<file path="config.mk">
export PLATFORM = sky130hd
export DESIGN_NAME = serial_audio_rx
export DESIGN_NICKNAME = d
export VERILOG_FILES = /design/src/rtl/serial_audio_rx.sv
export SDC_FILE = /design/constraint.sdc
export NUM_CORES = 1
export LEC_CHECK = 0
export BUFFER_PORTS_ARGS = -buffer_cell sky130_fd_sc_hd__buf_2
export CAP_MARGIN = 20
export CELL_PAD_IN_SITES_DETAIL_PLACEMENT = 1
export CELL_PAD_IN_SITES_GLOBAL_PLACEMENT = 1
export CORE_UTILIZATION = 35
export CTS_CLUSTER_DIAMETER = 30
export CTS_CLUSTER_SIZE = 30
export DETAILED_ROUTE_END_ITERATION = 8
export PLACE_DENSITY = 0.73
export SYNTH_ARGS = -nofsm -noshare
export SYNTH_HDL_FRONTEND = slang
export SYNTH_SLANG_ARGS = --single-unit
</file>
<file path="constraint.sdc">
create_clock -name clk -period 6 [get_ports clk]
set_clock_uncertainty 0.1 [all_clocks]
set_input_delay 1.8 -clock clk [delete_from_list [all_inputs] [get_ports clk]]
set_output_delay 1.8 -clock clk [all_outputs]
set_load 0.02 [all_outputs]
</file>
<file path="src/rtl/serial_audio_rx.sv">
module serial_audio_rx #(
  parameter int SAMPLE_W    = 24,
  parameter int SYNC_STAGES = 2,
  parameter int CNT_W       = 6
) (
  input  logic                clk,
  input  logic                rst_n,
  input  logic                bclk_in,
  input  logic                fclk_in,
  input  logic                sdat_in,
  input  logic                fmt_i2s,
  input  logic [1:0]          wlen_sel,
  output logic [SAMPLE_W-1:0] left_out,
  output logic [SAMPLE_W-1:0] right_out,
  output logic                frame_valid
);

  localparam int TOP = SYNC_STAGES - 1;

  logic [SYNC_STAGES-1:0] bclk_sync, fclk_sync, sdat_sync;
  logic bclk_s, fclk_s, sdat_s;

  always_ff @(posedge clk) begin
    if (!rst_n) begin
      bclk_sync <= '0;
      fclk_sync <= '0;
      sdat_sync <= '0;
    end else begin
      bclk_sync <= {bclk_sync[SYNC_STAGES-2:0], bclk_in};
      fclk_sync <= {fclk_sync[SYNC_STAGES-2:0], fclk_in};
      sdat_sync <= {sdat_sync[SYNC_STAGES-2:0], sdat_in};
    end
  end

  assign bclk_s = bclk_sync[TOP];
  assign fclk_s = fclk_sync[TOP];
  assign sdat_s = sdat_sync[TOP];

  logic                bclk_d, fclk_prev, fclk_seen, armed, left_done;
  logic [CNT_W-1:0]    bit_cnt;
  logic [SAMPLE_W-1:0] acc, left_hold;
  logic [2:0]          cfg_q;

  logic                rise, cfg_chg, ws_flip, is_left, in_word, last, armed_now;
  logic [CNT_W-1:0]    idx, pos, dly, wbits;
  logic [SAMPLE_W-1:0] acc_new;

  assign rise      = bclk_s & ~bclk_d;
  assign cfg_chg   = {fmt_i2s, wlen_sel} != cfg_q;
  assign ws_flip   = fclk_seen && (fclk_s != fclk_prev);
  assign is_left   = fmt_i2s ? ~fclk_s : fclk_s;
  assign dly       = {{(CNT_W-1){1'b0}}, fmt_i2s};
  assign idx       = ws_flip ? '0 : bit_cnt;
  assign pos       = idx - dly;
  assign in_word   = (idx >= dly) && (pos < wbits);
  assign last      = in_word && (pos == wbits - 1'b1);
  assign armed_now = armed | ws_flip;

  always_comb begin
    case (wlen_sel)
      2'b00:   wbits = CNT_W'(16);
      2'b01:   wbits = CNT_W'(18);
      2'b10:   wbits = CNT_W'(20);
      default: wbits = CNT_W'(24);
    endcase
  end

  always_comb begin
    acc_new = ws_flip ? '0 : acc;
    if (in_word)
      acc_new[SAMPLE_W-1-int'(pos)] = sdat_s;
  end

  always_ff @(posedge clk) begin
    if (!rst_n) begin
      bclk_d      <= 1'b0;
      fclk_prev   <= 1'b0;
      fclk_seen   <= 1'b0;
      armed       <= 1'b0;
      left_done   <= 1'b0;
      bit_cnt     <= '0;
      acc         <= '0;
      left_hold   <= '0;
      cfg_q       <= 3'b000;
      left_out    <= '0;
      right_out   <= '0;
      frame_valid <= 1'b0;
    end else begin
      bclk_d      <= bclk_s;
      cfg_q       <= {fmt_i2s, wlen_sel};
      frame_valid <= 1'b0;
      if (rise) begin
        fclk_prev <= fclk_s;
        fclk_seen <= 1'b1;
        bit_cnt   <= (idx == '1) ? idx : idx + 1'b1;
        acc       <= acc_new;
      end
      if (cfg_chg) begin
        armed     <= 1'b0;
        left_done <= 1'b0;
      end else if (rise) begin
        if (ws_flip) armed <= 1'b1;
        if (ws_flip && is_left) left_done <= 1'b0;
        if (last && armed_now) begin
          if (is_left) begin
            left_hold <= acc_new;
            left_done <= 1'b1;
          end else if (left_done) begin
            left_out    <= left_hold;
            right_out   <= acc_new;
            frame_valid <= 1'b1;
            left_done   <= 1'b0;
          end
        end
      end
    end
  end

endmodule

</file>
Word-level counts from Yosys, hierarchy flattened
Cells that the tools add are included.
Widths: inputs -> output; s select.

operators by class
  $mul = 0
  shift operators = 0
  div/mod/pow operators = 0
  reductions and logical operators = 12
  equality and inequality tests = 6
  $lt $le $gt $ge = 4
  bitwise gates (word level) = 9
  multiplexer cells = 14
  $add $sub $neg = 4

operators with widths
  kind                 count
  $mux 24              2
  $bwmux 24            1
  $mux 6               2
  $pmux 4 s3           1
  $ge 7x1->1 const B   1
  $lt 7x7->1 const B   1
  $mux 1               7
  $not 1->1            7
  $sub 5x6->7 const A  1
  $add 6x1->6 const B  1
  $eq 6x6->1           1
  $eq 6x6->1 const B   1
  $ge 6x1->1           1
  $logic_and 1x1->1    6
  $lt 6x6->1           1
  $sub 6x1->6          1
  $sub 6x1->6 const B  1
  $demux 1 s5          1
  $reduce_and 5->1     1
  $reduce_or 5->1      1
  $reduce_and 4->1     1
  $ne 3x3->1           1
  $eq 2x1->1 const B   1
  $eq 2x2->1 const B   1
  6 further kinds      6

word-level totals
  output and inout port bits = 49
  latch bits = 0
  ROM bits = 0
  memories = 0
  bits in registers = 117
  memory bits (writable) = 0

Longest topological paths before layout
Gate-level depths: netlist (run 1).

  depth after elaboration = 11
  gate-level depth with buffers = 22

Worst setup path before layout (run 1)
Ideal clock, no wire load.

  kind = input to register
  start = in fmt_i2s
  end = reg acc[10]
  stages = 15
  data required time = 5.830 ns
  library setup time = 0.070 ns
  arrival time = 5.258 ns
  setup slack = 0.572 ns
  path through = ha_1 -> ha_1 -> clkbuf_1 -> a211oi_1 -> nor2_2 -> inv_2 -> ha_1 -> nor2b_1 -> nor2_1 -> a22oi_1 -> a221o_1 -> buf_4 -> nor4_2 -> mux2_2 -> a21oi_1

on the way
  cells in the longest elaborated chain, start to end = 8
  elaborated cells on any way between the ends = 12

RTL lines
  element                                                         line  text
  from (decl)                                                     11    input logic fmt_i2s,
  $sub 6x1->6                                                     54    assign pos = idx - dly;
  $sub 5x6->7                                                     71    acc_new[SAMPLE_W-1-int'(pos)] = sdat_s;
  $ge 7x1->1 (not written as such) or $lt 7x7->1 (tied branches)  71
  $logic_and 1x1->1 (not written as such)                         71
  $mux 1 (not written as such)                                    71
  $demux 1 s5                                                     71
  $bwmux 24                                                       71
  $mux 24 (*)                                                     70    if (in_word)
  to (signal assigned)                                            96    acc <= acc_new;
  to (decl)                                                       41    logic [SAMPLE_W-1:0] acc, left_hold;

Every way passes the cells marked *; elsewhere a longest branch is shown, timed or not.
A chain may end at the register's enable or synchronous reset.

Worst setup path after layout (run 1)
  start = in fmt_i2s
  end = reg left_hold[4]

on the way
  cells in the longest elaborated chain, start to end = 8
  elaborated cells on any way between the ends = 19

RTL lines
  element                                                         line  text
  $sub 6x1->6                                                     54
  $sub 5x6->7                                                     71
  $ge 7x1->1 (not written as such) or $lt 7x7->1 (tied branches)  71
  $logic_and 1x1->1 (not written as such)                         71
  $mux 1 (not written as such)                                    71
  $demux 1 s5                                                     71
  $bwmux 24                                                       71
  $mux 24                                                         70
  to (signal assigned)                                            106   left_hold <= acc_new;
  to (decl)                                                       41

Several ways; a longest one is shown, not always the timed one.

==> results of run 1 <==
==> registers in the layout, summed over array words and instances (netlist names) <==
name         flops
frame_valid      1
acc             24
armed            1
cfg_q            3
right_out       24
left_hold       24
fclk_prev        1
fclk_seen        1
fclk_sync        2
left_done        1
bit_cnt          6
bclk_d           1
bclk_sync        2
left_out        24
sdat_sync        2
==> cell type report <==
type / count / area [µm²] / share of cell area
Clock buffer: 22 / 474 / 0.0730
Clock inverter: 10 / 145 / 0.0223
Inverter: 14 / 52.6 / 0.00808
Multi-Input combinational cell: 480 / 2870 / 0.441
Sequential cell: 117 / 2340 / 0.360
Tap cell: 211 / 264 / 0.0406
Timing Repair Buffer: 66 / 355 / 0.0547
==> cells in the final DEF (no fill, tap or decap), types with 4 or more instances in the layout <==
| master | Yosys | routed |
|---|---|---|
| mux2i_1 | 25 | 25 |
| clkbuf_16 | 0 | 17 |
| and2_1 | 14 | 14 |
| o21ai_0 | 43 | 43 |
| nor3_1 | 9 | 9 |
| a32o_1 | 4 | 4 |
| nor4_1 | 10 | 10 |
| nor2_1 | 38 | 38 |
| inv_1 | 11 | 11 |
| nor2b_1 | 6 | 6 |
| nand2b_1 | 7 | 7 |
| nand4_1 | 6 | 6 |
| ha_1 | 13 | 13 |
| a21oi_1 | 94 | 94 |
| a211oi_1 | 6 | 6 |
| nand2_1 | 123 | 123 |
| dfxtp_1 | 117 | 117 |
| and4_1 | 4 | 4 |
| nor4_2 | 8 | 8 |
| buf_2 | 2 | 56 |
| buf_4 | 9 | 10 |
| mux2_2 | 8 | 8 |
| nand3_1 | 15 | 15 |
| a31oi_1 | 4 | 4 |
==> how the worst min path moves through the flow <==
stage                   endpoint  slack [ns]          from
finish              sdat_sync[1]        0.33  sdat_sync[0]
global route        sdat_sync[1]        0.35  sdat_sync[0]
CTS                 sdat_sync[1]        0.33  sdat_sync[0]
detailed placement  sdat_sync[1]        0.32  sdat_sync[0]
global placement    fclk_sync[1]        0.32  fclk_sync[0]
floorplan           bclk_sync[1]        0.31  bclk_sync[0]
==> power by group <==
part / switching, µW / internal, µW / total [µW]
clock network: 386 / 689 / 1070
registers: 6.58 / 787 / 793
logic: 96.2 / 42.8 / 139
==> critical path, cell delays in order <==
cell and delay, ns:
buf_2 0.13, ha_1 0.28, ha_1 0.38, nand2_1 0.13
o21ai_1 0.14, buf_4 0.17, nor2_2 0.06, inv_2 0.19
ha_1 0.27, nor2b_1 0.14, nor2_1 0.09, a22oi_1 0.11
a221o_1 0.59, nor4_1 0.49, mux2_2 0.42, a21oi_1 0.15
==> per-stage QoR <==
step                      instance area, µm²  utilization
final                                   6500        0.426
after CTS                               6500        0.426
after floorplan                         5480            -
after global placement                  5880        0.385
after global routing                    6500        0.426
after detailed placement                5880        0.385
==> cells by family (layout without fill, tap and decap cells) <==
group / count (synthesis) / in the layout / synth area share
AOI/OAI and AO/OA: 175 / 175 / 0.187
xor gates and xnor gates: 8 / 8 / 0.0180
adders and majority gates: 13 / 13 / 0.0297
buffers and inverters: 61 / 112 / 0.0498
DFF: 117 / 117 / 0.427
muxes: 33 / 33 / 0.0621
and+or+nand+nor: 251 / 251 / 0.226
==> metal layers <==
layer  global-route usage  wire (µm)  vias up  part of all wire
met5                    0          0        -                 0
met2                0.355       7670       87              0.50
li1                     -          -     2362                 -
met3               0.0553        554       37             0.036
met1                0.232       6890     2398              0.44
met4               0.0966        365        0             0.024
==> flow_summary.ini, run 1 <==
[logic_synthesis]
yosys_most_used_dff = dfxtp_1
syn_area_per_cell_um2 = 8.33
syn_inst = 658
synth_cell_types = 60
yosys-top-cells-count = nand2_1 (123), dfxtp_1 (117), a21oi_1 (94)
synth_edf_count = 0
async_flop_share = 0
seq_area_frac_synth = 0.427
synth_area_mm2 = 0.00548
netlist.top_cell.by_area = dfxtp_1
yosys_register_bits = 117
yosysWarnings = 0
yosys-top-cells-area = dfxtp_1 (43%), a21oi_1 (8.6%), nand2_1 (8.4%)
syn-num-nets = 679
synth_top_area_frac = 0.427
yosys.cell_count.top_type = nand2_1

[placed_design]
place_hpwl_um = 10000
dp.cells = 888
io_buffers = 56
gp_congestion = 0.920
dp_slack_ns = 0.432

[drt]
vias = 4884
avgViaCountPerCell = 5.31
drt_pass1_iterations = 4
drt-initial-drc-count = 219
ant_nets = 0
routedWlPerCell_um = 16.8
drc = 0
drt_wl_total_um = 15500

[critical_path]
r2r_end = left_hold[4]
reg2reg_depth = 18
endpoint = left_hold[4]
cp.required_ns = 6.25
path_max_fanout = 14
worstPathArrival_ns = 5.54
startpoint = fmt_i2s
rr_startpoint = fclk_sync[1]
start_kind = input pin
ff2ff_setup_slack_ns = 1.08
path_class = in -> reg
critPathCaptureType = register

[clock_tree]
cts_hold_buf = 0
cts_tree = done
cts_buffers = 17
cts_sinks = 117
clkTransAtPathRegs_ns = 0.06
h-tree-depth = 4
post_cts_buffers = 0
clock_latency_ns = 0.43
postCtsResizedCells = 0
cts_root_buf = clkbuf_16
cts_max_path_buffers = 2

[global_route]
grt_overflow_total = 0
grt_start_max_net_pins = 57
grt_pass1_wl_um = 25700
antenna_found_initial = 0
track_usage = 0.204
grt_pass1_vias = 5062

[pwr]
cellPowerDensity_mw_per_mm2 = 309
ir_drop_uv = 164
p_total_uw = 2010
leakage_uw = 0.00237

[status]
status = complete, no violations

[timing]
fin_crit_sh = 0.881
fin_crit_ns = 5.29
slew_headroom = 0.422
finalSetupTns_ns = 0
drv_slew = 0
setup_viol = 0
whs_ns = 0.325
fin_ws_ns = 0.714
final_hold_viol_count = 0
worst_slew_pin_slew_ns = 0.867
fmaxAchievable_ghz = 0.189
grt_setup_unrepaired = false

[final_layout]
fin_nets = 717
drive_gt1_frac = 0.183
area_delta_synth_final_pct = 18.6
fillCellCount = 1785
finalNonFillerCells = 920
diodes = 0

[flow_run]
drv_cap = 0

[floorplanning]
die-area_mm2 = 0.0162
std_cell_rows = 45
die_w_um = 127
die_h_um = 127
coreArea_mm2 = 0.0153
start_util = 0.359
ios = 57

[worst_hold_path]
hold_path_class = reg -> reg
holdPathStages = 1
No activity file was read; power rests on OpenSTA's default activity.
==> run 2: changes to the inputs <==
Settings changed: CELL_PAD_IN_SITES_DETAIL_PLACEMENT 1 to not set, CELL_PAD_IN_SITES_GLOBAL_PLACEMENT 1 to not set, PLACE_DENSITY 0.73 to 0.6.
==> flow_summary.ini, run 2 (same netlist as run 1, synthesis figures left out) <==
[floorplanning]
die_h_um = 127
ios = 57
die-area_mm2 = 0.0162
start_util = 0.359
coreArea_mm2 = 0.0153
std_cell_rows = 45
die_w_um = 127

[critical_path]
reg2reg_depth = 18
slowest_delay_ns = 0.58
critPathCaptureType = register
path_class = in -> reg
start_kind = input pin
cp.required_ns = 6.24
worstPathArrival_ns = 5.45
path_delay_family = compound AO/OA/AOI/OAI gates
crit_cells = 16
path_buf_inv = 3
cp_cell_sequence = buf_2 -> ha_1 -> ha_1 -> nand2_1 -> o21ai_1 -> buf_4 -> nor2_2 -> inv_2 -> ha_1 -> nor2b_1 -> nor2_1 -> a22oi_1 -> a221o_1 -> nor4_1 -> mux2_2 -> a21oi_1
critPathMostFrequentCell = ha_1
slowest_stage = a221o_1
path_max_fanout = 14

[timing]
fin_crit_sh = 0.867
finalSetupTns_ns = 0
fmaxAchievable_ghz = 0.192
grt_setup_unrepaired = false
setup_viol = 0
drv_slew = 0
fin_crit_ns = 5.20
final_hold_viol_count = 0
worst_slew_pin_slew_ns = 0.902
slew_headroom = 0.399

[clock_tree]
cts_root_buf = clkbuf_16
clock_latency_ns = 0.42
post_cts_buffers = 0
cts_tree = done
cts_sinks = 117
h-tree-depth = 4
clkTransAtPathRegs_ns = 0.05
postCtsResizedCells = 0
cts_max_path_buffers = 2
cts_buffers = 17
cts_hold_buf = 0

[global_route]
grt_pass1_vias = 4579
grt_overflow_total = 0
grt_start_max_net_pins = 57
track_usage = 0.174
grt_pass1_wl_um = 22500
antenna_found_initial = 0

[pwr]
seqPwrFrac = 0.410
leakage_uw = 0.00235
switchingPower_uw = 470
cellPowerDensity_mw_per_mm2 = 299
power_frac_clock = 0.520
p_int_uw = 1460
sw_frac_of_total = 0.243
combPwrFrac = 0.070
ir_drop_uv = 170

[worst_hold_path]
hold_path_class = reg -> reg
holdPathStages = 1

[final_layout]
area_delta_synth_final_pct = 17.9
mostFrequentLayoutCell = nand2_1
postLayoutCellArea_mm2 = 0.00646
fin_nets = 717
layout_common_cells = nand2_1 (123), dfxtp_1 (117), a21oi_1 (94)
drive_gt1_frac = 0.182
diodes = 0

[placed_design]
place_hpwl_um = 8810
gp_congestion = 0.960
post_dp_cell_area_mm2 = 0.00588
io_buffers = 56

[drt]
drt-initial-drc-count = 311
vias = 4765
drc = 0
drt_pass1_iterations = 6
avgViaCountPerCell = 5.18
drt_wl_total_um = 13400
routedWlPerCell_um = 14.6
ant_nets = 0

[flow_run]
drv_cap = 0

[status]
status = complete, no violations
run 2: worst reg2reg max path, delay by kind of cell (launching register included):
kind,cells,cell delay (ns)
flip-flops,1,0.47
multiplexers,1,0.40
AND/OR/NAND/NOR,7,1.16
XOR/XNOR,1,0.35
AO/OA/AOI/OAI,4,0.96
adder cells (fa/ha/maj),2,0.63
buffers and inverters,3,0.65
run 2: cell type report:
type	count	area [µm²]
tap	211	264
clock inverter	10	123
clock buffer	21	460
sequential	117	2340
timing repair buffer	66	355
multi-input combinational	480	2870
fill	1507	8790
inverter	14	52.6
run 2: final timing paths:
| path | startpoint | endpoint | slack (ns) |
|---|---|---|---|
| setup / recovery | fmt_i2s | acc[6] | 0.80 |
| hold / removal | bclk_sync[0] | bclk_sync[1] | 0.34 |
| setup reg to reg | fclk_sync[1] | acc[6] | 1.22 |
| hold reg to reg | bclk_sync[0] | bclk_sync[1] | 0.34 |
run 2: metal layers:
metal,up-vias,part of all wire,GRT usage
met4,0,0.013,0.0567
met2,135,0.48,0.295
met5,-,0,0
met3,17,0.051,0.0431
met1,2246,0.45,0.216
li1,2367,-,-
run 2: power by group through the flow:
stage	Combinational [µW]	Clock [µW]	Sequential (µW)
floorplan	105	0	807
global placement	130	0	809
detailed placement	134	0	809
CTS	135	1020	793
global route	149	1060	794
finish	135	1010	793
run 2: per-stage QoR:
stage | total power (µW) | hold slack (ns) | instances | util | worst slack, ns
after CTS | 1950 | 0.344 | 919 | 0.424 | 0.854
final | 1930 | 0.340 | 919 | 0.424 | 0.797
after global placement | 939 | 0.318 | 888 | 0.385 | 0.589
after global routing | 2000 | 0.366 | 919 | 0.424 | 0.531
after floorplan | 912 | 0.312 | 658 | - | 0.572
after detailed placement | 943 | 0.330 | 888 | 0.385 | 0.418
